`src/rtl/ppx_core_port.sv`:
```
module ppx_core_port #(
  parameter int AW   = 32,
  parameter int DW   = 32,
  parameter int DURW = 4
) (
  input  logic          clk,
  input  logic          rst_n,
  input  logic          reg_wr,
  input  logic          reg_rd,
  input  logic [2:0]    reg_addr,
  input  logic [DW-1:0] reg_wdata,
  output logic [DW-1:0] reg_rdata,
  output logic [AW-1:0] ext_addr,
  output logic [DW-1:0] ext_wdata,
  input  logic [DW-1:0] ext_rdata,
  output logic          ext_rd,
  output logic          ext_wr
);

  localparam logic [2:0] A_CTRL = 3'd0;
  localparam logic [2:0] A_ADDR = 3'd1;
  localparam logic [2:0] A_STEP = 3'd2;
  localparam logic [2:0] A_CNT  = 3'd3;
  localparam logic [2:0] A_TX   = 3'd4;
  localparam logic [2:0] A_RX   = 3'd5;
  localparam logic [2:0] A_STAT = 3'd6;
  localparam int         DLSB   = 4;

  typedef enum logic [1:0] {S_IDLE, S_ACT, S_GAP} st_t;

  st_t             st;
  logic            en_q, dir_q, dma_q, en_p1, cur_tx;
  logic [DURW-1:0] dur_q, dcnt;
  logic [AW-1:0]   xaddr, xstep;
  logic [DW-1:0]   xcnt, tx_hold;
  logic            tx_full;
  logic [DW-1:0]   rx_mem [2];
  logic            wp, rp;
  logic [1:0]      lvl;

  wire wr_ctrl = reg_wr && reg_addr == A_CTRL;
  wire par_ok  = !en_q && st != S_ACT;
  wire go_rx   = en_q && en_p1 && !dir_q && !dma_q && lvl < 2'd2;
  wire go_tx   = en_q && dir_q && !dma_q && tx_full;
  wire go      = go_rx || go_tx;
  wire xend    = st == S_ACT && dcnt == '0;
  wire push    = xend && !cur_tx && en_q;
  wire pop     = reg_rd && reg_addr == A_RX && lvl != 2'd0;
  wire [DURW-1:0] dlen = (dur_q == '0) ? '0 : dur_q - 1'b1;

  assign ext_rd    = st == S_ACT && !cur_tx;
  assign ext_wr    = st == S_ACT && cur_tx;
  assign ext_addr  = xaddr;
  assign ext_wdata = tx_hold;

  always_ff @(posedge clk) begin
    if (!rst_n) begin
      en_q <= 1'b0; dir_q <= 1'b0; dma_q <= 1'b0; dur_q <= '0; en_p1 <= 1'b0;
    end else begin
      en_p1 <= en_q;
      if (wr_ctrl) begin
        en_q  <= reg_wdata[0];
        dir_q <= reg_wdata[1];
        dma_q <= reg_wdata[2];
        dur_q <= reg_wdata[DLSB +: DURW];
      end
    end
  end

  always_ff @(posedge clk) begin
    if (!rst_n) begin
      st <= S_IDLE; dcnt <= '0; cur_tx <= 1'b0;
    end else begin
      case (st)
        S_ACT: begin
          if (dcnt == '0) st <= S_GAP;
          else dcnt <= dcnt - 1'b1;
        end
        default: begin
          if (go) begin
            st     <= S_ACT;
            dcnt   <= dlen;
            cur_tx <= go_tx;
          end else begin
            st <= S_IDLE;
          end
        end
      endcase
    end
  end

  always_ff @(posedge clk) begin
    if (!rst_n) begin
      xaddr <= '0; xstep <= '0; xcnt <= '0;
    end else if (xend) begin
      xaddr <= xaddr + xstep;
      xcnt  <= xcnt - DW'(1);
    end else if (reg_wr && par_ok) begin
      case (reg_addr)
        A_ADDR:  xaddr <= reg_wdata[AW-1:0];
        A_STEP:  xstep <= reg_wdata[AW-1:0];
        A_CNT:   xcnt  <= reg_wdata;
        default: ;
      endcase
    end
  end

  always_ff @(posedge clk) begin
    if (!rst_n) begin
      tx_hold <= '0; tx_full <= 1'b0;
    end else if (reg_wr && reg_addr == A_TX && !tx_full) begin
      tx_hold <= reg_wdata;
      tx_full <= 1'b1;
    end else if (xend && cur_tx) begin
      tx_full <= 1'b0;
    end
  end

  always_ff @(posedge clk) begin
    if (!rst_n) begin
      wp <= 1'b0; rp <= 1'b0; lvl <= 2'd0;
      rx_mem[0] <= '0; rx_mem[1] <= '0;
    end else if (!en_q) begin
      wp <= 1'b0; rp <= 1'b0; lvl <= 2'd0;
    end else begin
      if (push) begin
        rx_mem[wp] <= ext_rdata;
        wp <= ~wp;
      end
      if (pop) rp <= ~rp;
      lvl <= lvl + {1'b0, push} - {1'b0, pop};
    end
  end

  always_comb begin
    reg_rdata = '0;
    case (reg_addr)
      A_CTRL: begin
        reg_rdata[0] = en_q;
        reg_rdata[1] = dir_q;
        reg_rdata[2] = dma_q;
        reg_rdata[DLSB +: DURW] = dur_q;
      end
      A_ADDR:  reg_rdata = DW'(xaddr);
      A_STEP:  reg_rdata = DW'(xstep);
      A_CNT:   reg_rdata = xcnt;
      A_RX:    reg_rdata = (lvl == 2'd0) ? '0 : rx_mem[rp];
      A_STAT:  reg_rdata[3:0] = {st == S_ACT, lvl, tx_full};
      default: reg_rdata = '0;
    endcase
  end

  assert_one_strobe_R12: assert property (@(posedge clk) disable iff (!rst_n)
    !(ext_rd && ext_wr));

  assert_params_locked_R2: assert property (@(posedge clk) disable iff (!rst_n)
    en_q |=> $stable(xstep));

  assert_rx_depth_R8: assert property (@(posedge clk) disable iff (!rst_n)
    lvl <= 2'd2);

  assert_count_step_R6: assert property (@(posedge clk) disable iff (!rst_n)
    xend |=> xcnt == $past(xcnt) - DW'(1));

  assert_wr_has_data_R9: assert property (@(posedge clk) disable iff (!rst_n)
    ext_wr |-> tx_full);

  assert_start_gated_R11: assert property (@(posedge clk) disable iff (!rst_n)
    $rose(ext_rd || ext_wr) |-> $past(en_q) && !$past(dma_q));

  assert_rx_settled_R3: assert property (@(posedge clk) disable iff (!rst_n)
    $rose(ext_rd) |-> $past(en_p1) && !$past(dir_q));

endmodule

```
`config.mk`:
```
export PLATFORM = sky130hd
export DESIGN_NAME = ppx_core_port
export DESIGN_NICKNAME = d
export VERILOG_FILES = /design/src/rtl/ppx_core_port.sv
export SDC_FILE = /design/constraint.sdc
export NUM_CORES = 1
export LEC_CHECK = 0
export BUFFER_PORTS_ARGS = -buffer_cell sky130_fd_sc_hd__buf_4
export CAP_MARGIN = 20
export CORE_ASPECT_RATIO = 1.1
export CORE_UTILIZATION = 60
export CTS_BUF_LIST = sky130_fd_sc_hd__clkbuf_16
export DETAILED_ROUTE_END_ITERATION = 16
export MAX_ROUTING_LAYER = met4
export PLACE_DENSITY = 0.83
export SYNTH_ARGS = -nofsm -noshare
export SYNTH_HDL_FRONTEND = slang
export SYNTH_SLANG_ARGS = --single-unit
```
`constraint.sdc`:
```
create_clock -name clk -period 8.68 [get_ports clk]
set_clock_uncertainty 0.05 [all_clocks]
set_input_delay 0.434 -clock clk [delete_from_list [all_inputs] [get_ports clk]]
set_output_delay 0.434 -clock clk [all_outputs]
set_load 0.005 [all_outputs]
```
== Word-level counts from Yosys, hierarchy flattened ==
Memories as Yosys holds them, arrays and structs flattened. A register that Yosys moved wholly into a read port is not among the register bits.
Cells that the tools add are included.
Operators by class
  equal/unequal tests: 10
  reduce and logical (&&, ||, !) cells: 43
  $lt $le $gt $ge: 1
  div/mod/pow operators: 0
  multiplexer cells: 30
  $add $sub $neg: 6
  shift-type cells: 0
  multiply operators: 0
  bitwise operators: 4
Operator list (count)
  $mux 32: 8
  $pmux 24 s4: 1
  $add 32x32->32: 1
  $reduce_or 32->1: 1
  $sub 32x1->32 const B: 1
  $logic_and 1x1->1: 20
  $pmux 4 s5: 1
  $pmux 3 s6: 1
  $mux 4: 4
  $mux 1: 12
  $reduce_bool 2->1: 6
  $reduce_and 2->1: 5
  $eq 3x3->1 const B: 3
  $logic_not 4->1: 2
  $sub 4x1->4 const B: 2
  $eq 3x2->1 const B: 2
  $logic_not 1->1: 5
  $pmux 1 s5: 1
  $mux 2: 2
  $ne 2x2->1 const B: 2
  $not 1->1: 4
  $eq 3x1->1 const B: 1
  $logic_not 3->1: 1
  $reduce_and 3->1: 1
  7 further kinds: 7
Word-level totals
  output and inout bits: 98
  bits in writable memories: 64
  memory bits (read-only): 0
  memories: 1
  input port bits: 71
  word-level logic and storage cells: 111
  bits in registers: 148
  latch bits: 0
Memories
  rx_mem: words 2, width 32, rd ports 1, clocked after Yosys merged registers in 1, write ports 2, line 37  | logic [DW-1:0] rx_mem [2];

== Longest topological paths before layout ==
Gate-level depths: netlist of the first run.
  word-level depth: 10
  gate-level depth with buffers: 11
  mapped depth without buffers: 11

== Worst setup path after synthesis of the first run ==
Ideal clock, no wire load.
  path type: register -> register
  start point: register st[1]
  end point: memory rx_mem[1][0] (enable)
  slack: 4.593 ns
  data required time: 8.164 ns
  clock period less this slack: 4.087 ns
  library setup time: 0.466 ns
  arrival: 3.571 ns
  path buffers: 1
  stages on the path, launching flop included: 6
  cells stage by stage: dfxtp_1 nand2b_1 clkbuf_1 nor3_1 nand3b_1 o21ai_0
RTL lines
  start: declaration: line 31  | st_t st;
  start signal: assignment: line 72  | st <= S_IDLE; dcnt <= '0; cur_tx <= 1'b0;
  start signal: assignment: line 76  | if (dcnt == '0) st <= S_GAP;
  start signal: assignment: line 81  | st <= S_ACT;
  end: declaration: line 37

== Worst setup path after layout of the first run ==
  start point: register xaddr[0] (netlist: ext_addr[0])
  end point: register xaddr[30] (netlist: ext_addr[30])
Between the ends
  cells in the longest elaborated chain, start to end: 2
RTL lines
  start: declaration: line 34  | logic [AW-1:0] xaddr, xstep;
  start signal: assignment: line 96  | xaddr <= xaddr + xstep;
  start signal: assignment: line 100  | A_ADDR: xaddr <= reg_wdata[AW-1:0];
  $add 32x32->32: line 96
  $mux 32: line 95  | end else if (xend) begin
Every way passes these cells.
A chain may end at the register's enable or synchronous reset.

==> results of run 1 <==
## layer usage
layer	wire (um)	global-route usage, %	vias to the layer above
met3	3830	6.34	60
met1	14500	50.4	5257
met4	679	9.10	0
met5	0	-	-
li1	-	-	5051
met2	15600	53.5	676
## flip-flops by register name, summed over array words and instances (netlist names), 2 cells and up, named ones only
| name | cells |
|---|---|
| rx_mem | 64 |
| st | 2 |
| xcnt | 32 |
| dcnt | 4 |
| lvl | 2 |
| ext_wdata | 32 |
| dur_q | 4 |
| ext_addr | 32 |
| xstep | 32 |
## final timing paths
check                                             endpoint                       start  depth (start not counted)  slack (ns)
worst min register to register  ext_wdata[31]$_SDFFE_PN0P_  ext_wdata[31]$_SDFFE_PN0P_                          2        0.40
worst max-delay path             ext_addr[30]$_SDFFE_PN0P_    ext_addr[0]$_SDFFE_PN0P_                          9        5.57
worst max register to register   ext_addr[30]$_SDFFE_PN0P_    ext_addr[0]$_SDFFE_PN0P_                          9        5.57
worst min-delay path            rx_mem[0][4]$_SDFFCE_PN0P_                ext_rdata[4]                          2        0.15
## critical path, cell delays in order (launching register included)
cell and delay, ns:
dfxtp_1 0.34, ha_1 0.26, fa_1 0.42, a21o_1 0.23
a221oi_2 0.38, o21ai_0 0.28, nand3_1 0.28, a211oi_1 0.13
or3_1 0.38, a32o_1 0.25
## metrics by stage
step	util, %	power [uW]	cells	setup slack (ns)	instance area (sq um)
floorplan	-	1190	1317	4.59	11600
global placement	69.3	1270	1651	5.68	12900
detailed placement	69.6	1280	1654	5.66	13000
CTS	73.6	2230	1693	5.64	13700
global route	73.6	2290	1694	5.51	13700
finish	73.6	2230	1694	5.57	13700
## final cells by class
class / instances / area [sq um] / area share (%)
Clock buffer: 25 / 626 / 4.55
Clock inverter: 14 / 108 / 0.783
Tap cell: 243 / 304 / 2.21
Sequential cell: 213 / 4910 / 35.7
Timing Repair Buffer: 182 / 1410 / 10.3
Antenna cell: 1 / 2.50 / 0.0182
Multi-Input combinational cell: 993 / 6290 / 45.8
Inverter: 23 / 87.6 / 0.637
## power by group through the flow
stage,Combinational [uW],Clock [uW],Sequential [uW]
4_1_cts,192,972,1070
6_report,196,968,1070
2_1_floorplan,109,0,1080
5_1_grt,211,1010,1070
3_3_place_gp,187,0,1090
3_5_place_dp,192,0,1090
## placed cells by master, fill, tap and decap left out, types with 11 or more instances in the layout
cell / count
dfxtp_1: 148
ha_1: 36
o21ai_0: 55
clkbuf_16: 25
xnor2_1: 14
buf_4: 179
nand2_1: 198
mux2_2: 31
a22oi_1: 50
edfxtp_1: 64
or3_1: 11
mux2i_1: 47
a21o_1: 11
nor3_1: 15
nand4_1: 14
a211oi_1: 15
a21oi_1: 166
nor2_1: 68
and2_1: 69
inv_1: 28
o211ai_1: 11
o22ai_1: 34
## kinds of logic (layout without fill, tap and decap cells)
logic type      Yosys count  after routing
flops                   213            213
simple gates            450            450
compound gates          401            401
fa+ha+maj                37             37
buf+inv                 111            244
mux                      82             82
xor+xnor                 23             23
other cells               0              1
==> summary.md, run 1 <==
| Metric | Value |
|---|---|
| Comb pwr share | `8.8%` |
| CTS Buffer Depth | `3` |
| Worst-path fanout max | `4` |
| Post-synthesis cell area | `11600 sq um` |
| CORE AREA | `18700 sq um` |
| Max frequency | `321 MHz` |
| First-pass GRT wire length | `54300 um` |
| Tmin final | `3.11 ns` |
| Num rows | `52` |
| Minimum hold slack | `0.150 ns` |
| Sequential fraction of the synthesis area | `42.3%` |
| Syn_area_per_cell | `8.80 sq um` |
| Inserted Clock Buffers | `22` |
| CP Launch Type | `flip-flop` |
| CP Capture Type | `flip-flop` |
| Top post-synthesis cells by area | `dfxtp_1 26%, edfxtp_1 17%, a21oi_1 7.2%` |
| CTS tree | `yes` |
| DRC | `0` |
| Number of synthesized flops with an enable pin | `64` |
| Post-CTS Setup Bufs | `0` |
| Final setup viols | `0` |
| Worst skew pair latency | `0.51 ns` |
| Synthesized flop and latch total | `213` |
| Xor and xnor area share after synthesis | `1.74%` |
| Cell count after synthesis | `1317` |
| Synth Area in Compound Gates | `21.4%` |
| Grt ovf | `0` |
| Crit path kind | `flip-flop to flip-flop` |
| Asr flop ratio synth | `0%` |
| Clock Tree Root | `clkbuf_16` |
| Hold crit path type | `input port to flip-flop` |
| Overall routing resource usage | `35.8%` |
| Final nets | `1543` |
| Largest family of logic cells by synthesized area | `compound AO/OA/AOI/OAI gates` |
| Port bufs | `168` |
| Sw power | `534 uW` |
| Slew @ Worst Pin | `1.04 ns` |
| Final hold violations | `0` |
| CTS clk-pin slew, worst paths | `0.06 ns` |
| Gpl congestion | `0.965` |
| Layout area overhead | `18.6%` |
| Via count | `11044` |
| Largest net degree at the start of global routing | `71` |
| 1st-iter DRT viols | `1452` |
| I/O pin count | `169` |
| PD cells | `162 nW/um^2` |
| Clk sinks | `213` |
| RSZ-0062 raised after global routing | `false` |
| Synth Area in Adders | `4.06%` |
| P_leak | `0.00526 uW` |
| Hold-fix buffers, CTS | `0` |
| Net Sw Frac | `23.9%` |
| Post-CTS resize count | `0` |
| Synthesized net count | `1425` |
| Area leader, netlist | `dfxtp_1` |
| Most common cell in the netlist | `nand2_1` |
| Vias in the first global route | `10109` |
| Critical Path RT | `9.03 ns` |
| H-tree level count | `1` |
| Die Area | `19900 sq um` |
| Pre-antenna DRT Iters | `7` |
| Peak VDD IR | `159 uV` |
| Initial antenna violation count | `1` |
| Die height | `148 um` |
| Remaining antenna violation count | `0` |
| Clock group share of total power | `43.4%` |
| Mux cell area share after synthesis | `7.85%` |
| Slew headroom | `30.6%` |
| Sum Neg Setup Slack | `0 ns` |
| Top_reg_cell synth | `dfxtp_1` |
| Top cells by count, synth | `198 x nand2_1, 166 x a21oi_1, 149 x dfxtp_1` |
| Netlist cell types | `72` |
| CP arrival | `3.46 ns` |
| Seq pwr share | `47.8%` |
| Tcrit/Tclk final | `35.8%` |
| DR WL/cell | `20.4 um` |
| Ys Warns | `0` |
| DP HPWL | `24400 um` |
| P_int | `1700 uW` |
| Total routed wirelength | `34600 um` |
| Layout cell share with drive strength beyond 1 | `19.1%` |
| Slew Viols, Final | `0` |
| Status | `finished, final reports clean` |
| Initial Utilization | `62.1%` |
| Synth top area share | `25.7%` |
| DR vias/cell | `6.52` |
| Fillers | `1444` |
| Max-cap check violation count | `0` |
| Width of the die | `135 um` |
| Post-Synth Simple-Gate Area | `19.0%` |
(Power assumes the default switching activity.)
==> inputs of run 2 (changes only) <==
--- a/config.mk
+++ b/config.mk
@@ -5,14 +5,15 @@
 export SDC_FILE = /design/constraint.sdc
 export NUM_CORES = 1
 export LEC_CHECK = 0
+export ABC_AREA = 1
 export BUFFER_PORTS_ARGS = -buffer_cell sky130_fd_sc_hd__buf_4
 export CAP_MARGIN = 20
 export CORE_ASPECT_RATIO = 1.1
-export CORE_UTILIZATION = 60
+export CORE_UTILIZATION = 59
 export CTS_BUF_LIST = sky130_fd_sc_hd__clkbuf_16
 export DETAILED_ROUTE_END_ITERATION = 16
 export MAX_ROUTING_LAYER = met4
-export PLACE_DENSITY = 0.83
+export PLACE_DENSITY = 0.81
 export SYNTH_ARGS = -nofsm -noshare
 export SYNTH_HDL_FRONTEND = slang
 export SYNTH_SLANG_ARGS = --single-unit
==> constraint.sdc (replaced) <==
create_clock -name clk -period 3 [get_ports clk]
set_clock_uncertainty 0.05 [all_clocks]
set_input_delay 0.15 -clock clk [delete_from_list [all_inputs] [get_ports clk]]
set_output_delay 0.15 -clock clk [all_outputs]
set_load 0.005 [all_outputs]
==> run 2 against run 1 <==
  * The flow now finishes with violations (negative hold slack)
  * Non-clock buffer count is 65 higher
  * Wire length grew 28%
  * First-iteration DRC count grew 6.5%
  * Critical endpoint is now lvl[1]$_SDFF_PN0_
  * Via count is 21% higher
  * Largest power group unchanged
  * Combinational power grew to 4.4 times the previous value
  * Synthesized area grew 7.6%
  * Core utilization decreased by 0.20 points
  * Register-to-register slack lost 5.1 ns
  * Sequential cell count stayed put
  * Sequential power increased to 2.9 times the previous value
  * Total power increased to 2.9 times the previous value
==> summary.md, run 2 <==
| Metric | Value |
|---|---|
| Status | `finished, violations left` |
| Failing checks | `negative hold slack` |
| Worst reg2reg endpoint | `lvl[1]$_SDFF_PN0_` |
| Placed instance area | `13900 sq um (+6.5%)` |
| Worst hold path stage count | `4 (+2)` |
| Layout area overhead | `21.5%` |
| Critical Path RT | `3.40 ns (-5.63 ns)` |
| Synth top area share | `23.9% (-1.8 points)` |
| Worst-path fanout max | `15 (+11)` |
| Inserted Clock Buffers | `23 (+4.5%)` |
| CTS clk-pin slew, worst paths | `0.06 ns (about the same)` |
| CP max-delay cell | `dfxtp_1` |
| Syn_area_per_cell | `6.84 sq um (-22%)` |
| Synthesized flop and latch total | `213 (unchanged)` |
| Netlist cell types | `43 (-40%)` |
| Max frequency | `388 MHz (+21%)` |
| Final nets | `2133 (+38%)` |
| Max-cap check violation count | `0 (unchanged)` |
| Sum Neg Setup Slack | `0 ns (unchanged)` |
| Final setup viols | `0 (unchanged)` |
| Initial antenna violation count | `1 (unchanged)` |
| Clock Tree Root | `clkbuf_16` |
| Dpl ws | `0.485 ns (-5.18 ns)` |
| CTS tree | `yes` |
| Peak VDD IR | `457 uV (+190%)` |
| Pre-antenna DRT Iters | `7 (unchanged)` |
| I/O pin count | `169 (unchanged)` |
| CP Cell Sequence | `inv_1, ha_1, nand3_1, nor2_8, inv_4, nor3_4, inv_2, ha_1, inv_1, ha_1, xnor2_1, or2_2, a21oi_1` |
| Area leader, netlist | `dfxtp_1` |
| H-tree level count | `1 (unchanged)` |
| First-pass GRT wire length | `68500 um (+26%)` |
| CP Launch Type | `flip-flop` |
| Slew headroom | `36.6% (+6.1 points)` |
| DR vias/cell | `5.81 (-11%)` |
| DP HPWL | `31400 um (+29%)` |
| CP arrival | `2.97 ns (-0.49 ns)` |
| Met2 GRT Util | `66.1% (+13 points)` |
| Top cells by count, synth | `514 x nand2_1, 303 x nor2_1, 210 x inv_1` |
| Width of the die | `141 um (+4.5%)` |
| Max reg flops | `64 (unchanged)` |
| Number of synthesized flops with an enable pin | `64 (unchanged)` |
| CP Capture Type | `flip-flop` |
| Top_reg_cell synth | `dfxtp_1` |
| Post-CTS Setup Bufs | `0 (unchanged)` |
| Largest net degree at the start of global routing | `74 (+4.2%)` |
| Slew @ Worst Pin | `0.944 ns (-0.0945 ns)` |
| 1st-iter DRT viols | `1547 (+6.5%)` |
| Overall routing resource usage | `42.1% (+6.3 points)` |
| CORE AREA | `20600 sq um (+11%)` |
| Cell count after synthesis | `1823 (+38%)` |
| Post-synthesis cell area | `12500 sq um (+7.6%)` |
| End-of-flow core utilization | `73.4% (-0.20 points)` |
| Tmin final | `2.58 ns (-0.532 ns)` |
| Via count | `13352 (+21%)` |
| Final non-filler cell area | `15100 sq um (+10%)` |
| Worst path most repeated cell | `ha_1` |
| Final hold violations | `1 (+1)` |
| Asr flop ratio synth | `0% (unchanged)` |
| Grt ovf | `0 (unchanged)` |
| Most flops, register | `rx_mem` |
| Worst reg2reg path startpoint | `dcnt[0]$_SDFFE_PN0P_` |
| Remaining antenna violation count | `0 (unchanged)` |
| Most common cell in the netlist | `nand2_1` |
| Worst setup margin | `0.422 ns (-5.15 ns)` |
| DRC | `0 (unchanged)` |
| Ys Warns | `0 (unchanged)` |
| Vias in the first global route | `12554 (+24%)` |
| Tcrit/Tclk final | `85.9% (+50 points)` |
| R2r setup slk | `0.42 ns (-5.15 ns)` |
| Layout cell share with drive strength beyond 1 | `11.8% (-7.3 points)` |
| Met1 Resource Use GR | `54.0% (+3.6 points)` |
| P_leak | `0.00722 uW (+37%)` |
| Crit path kind | `flip-flop to flip-flop` |
| Port bufs | `168 (unchanged)` |
| Clk sinks | `213 (unchanged)` |
| CTS Buffer Depth | `3 (unchanged)` |
| Busiest grt layer | `met2` |
| Worst skew pair latency | `0.53 ns (+0.02 ns)` |
| Hold crit path type | `input port to flip-flop` |
| PD cells | `433 nW/um^2 (+170%)` |
| Sequential fraction of the synthesis area | `39.3% (-3.0 points)` |
| Met3 GRT Util | `5.29% (-1.1 points)` |
| Hold path start | `reg_rd` |
| Num rows | `55 (+5.8%)` |
| DR WL/cell | `19.3 um (-5.6%)` |
| Synthesized net count | `1931 (+36%)` |
| Top post-synthesis cells by area | `dfxtp_1 24%, nand2_1 15%, edfxtp_1 15%` |
| Minimum hold slack | `-0.00345 ns (-0.153 ns)` |
| Hold-fix buffers, CTS | `64 (+64)` |
| Total routed wirelength | `44300 um (+28%)` |
| Post-CTS resize count | `0 (unchanged)` |
| Commonest non-fill, non-tap cell in the layout | `nand2_1` |
| RSZ-0062 raised after global routing | `false` |
| Most frequent cells in the layout | `514 x nand2_1, 302 x nor2_1, 214 x inv_1` |
| Die Area | `21700 sq um (+9.3%)` |
| Die height | `154 um (+4.5%)` |
| Crit path largest cell delay | `0.31 ns (-0.11 ns)` |
| Gpl congestion | `0.974 (+1.0%)` |
| Slew Viols, Final | `0 (unchanged)` |
| FF-to-FF path depth | `13 (+4)` |
| Initial Utilization | `60.4% (-1.7 points)` |
==> run 2: cell types whose count changed after synthesis, sizes merged, moves of 31 or more <==
cell	before	now
nand2	199	516
clkbuf	73	33
mux2	31	0
and2	69	2
a21oi	166	74
nand3	11	63
inv	22	223
nor2	70	305
a22oi	50	5
o21ai	56	155
==> run 2: metrics by stage <==
step,total power (uW),instances
3_3_place_gp,3920,2192
5_1_grt,6730,2297
6_report,6550,2297
2_1_floorplan,3600,1823
3_5_place_dp,3930,2192
4_1_cts,6490,2296
==> run 2: worst max-delay path: cells and delay by family (launching register included) <==
kind / cells / cell delay (ns)
fa+ha+maj: 3 / 0.63
simple gates: 4 / 0.94
compound gates: 1 / 0.12
buf+inv: 4 / 0.31
xor+xnor: 1 / 0.14
flops: 1 / 0.31
==> run 2: cells by family (layout without fill, tap and decap cells) <==
family	count (synthesis)	in the layout	synth area share, %
buf+inv	294	511	9.40
flops	213	213	39.3
simple gates	918	918	29.5
mux	29	29	2.33
compound gates	304	304	13.7
xor+xnor	28	28	1.97
fa+ha+maj	37	37	3.77
other cells	0	1	0
==> run 2: area by class of cell <==
cell class	instances	area [sq um]
clock inverter	17	77.6
tap	256	320
timing repair buffer	247	2010
clock buffer	23	576
antenna	1	2.50
inverter	224	846
sequential	213	4910
fill	1648	5500
multi-input combinational	1316	6410
==> run 2: worst max path at each step <==
stage / end / from / slack, ns / cells after the start
after floorplan: rx_mem[0][0]$_SDFFCE_PN0P_ / dcnt[0]$_SDFFE_PN0P_ / 0.50 / 8
after global placement: lvl[1]$_SDFF_PN0_ / dcnt[0]$_SDFFE_PN0P_ / 0.55 / 13
after detailed placement: lvl[1]$_SDFF_PN0_ / dcnt[0]$_SDFFE_PN0P_ / 0.48 / 13
after CTS: lvl[1]$_SDFF_PN0_ / dcnt[0]$_SDFFE_PN0P_ / 0.46 / 13
after global routing: lvl[1]$_SDFF_PN0_ / dcnt[0]$_SDFFE_PN0P_ / 0.27 / 13
final: lvl[1]$_SDFF_PN0_ / dcnt[0]$_SDFFE_PN0P_ / 0.42 / 13
==> run 2: power breakdown <==
| part | leakage [uW] | switching [uW] | internal (uW) |
|---|---|---|---|
| Combinational | 0.00501 | 520 | 336 |
| Sequential | 0.00187 | 74.7 | 3040 |
| Clock | 0.000337 | 1190 | 1390 |
==> run 2: per-layer routing <==
metal | vias to the layer above | wire [um]
met5 | - | 0
met4 | 0 | 2280
met3 | 139 | 3810
met2 | 733 | 20300
met1 | 6188 | 18000
li1 | 6292 | -
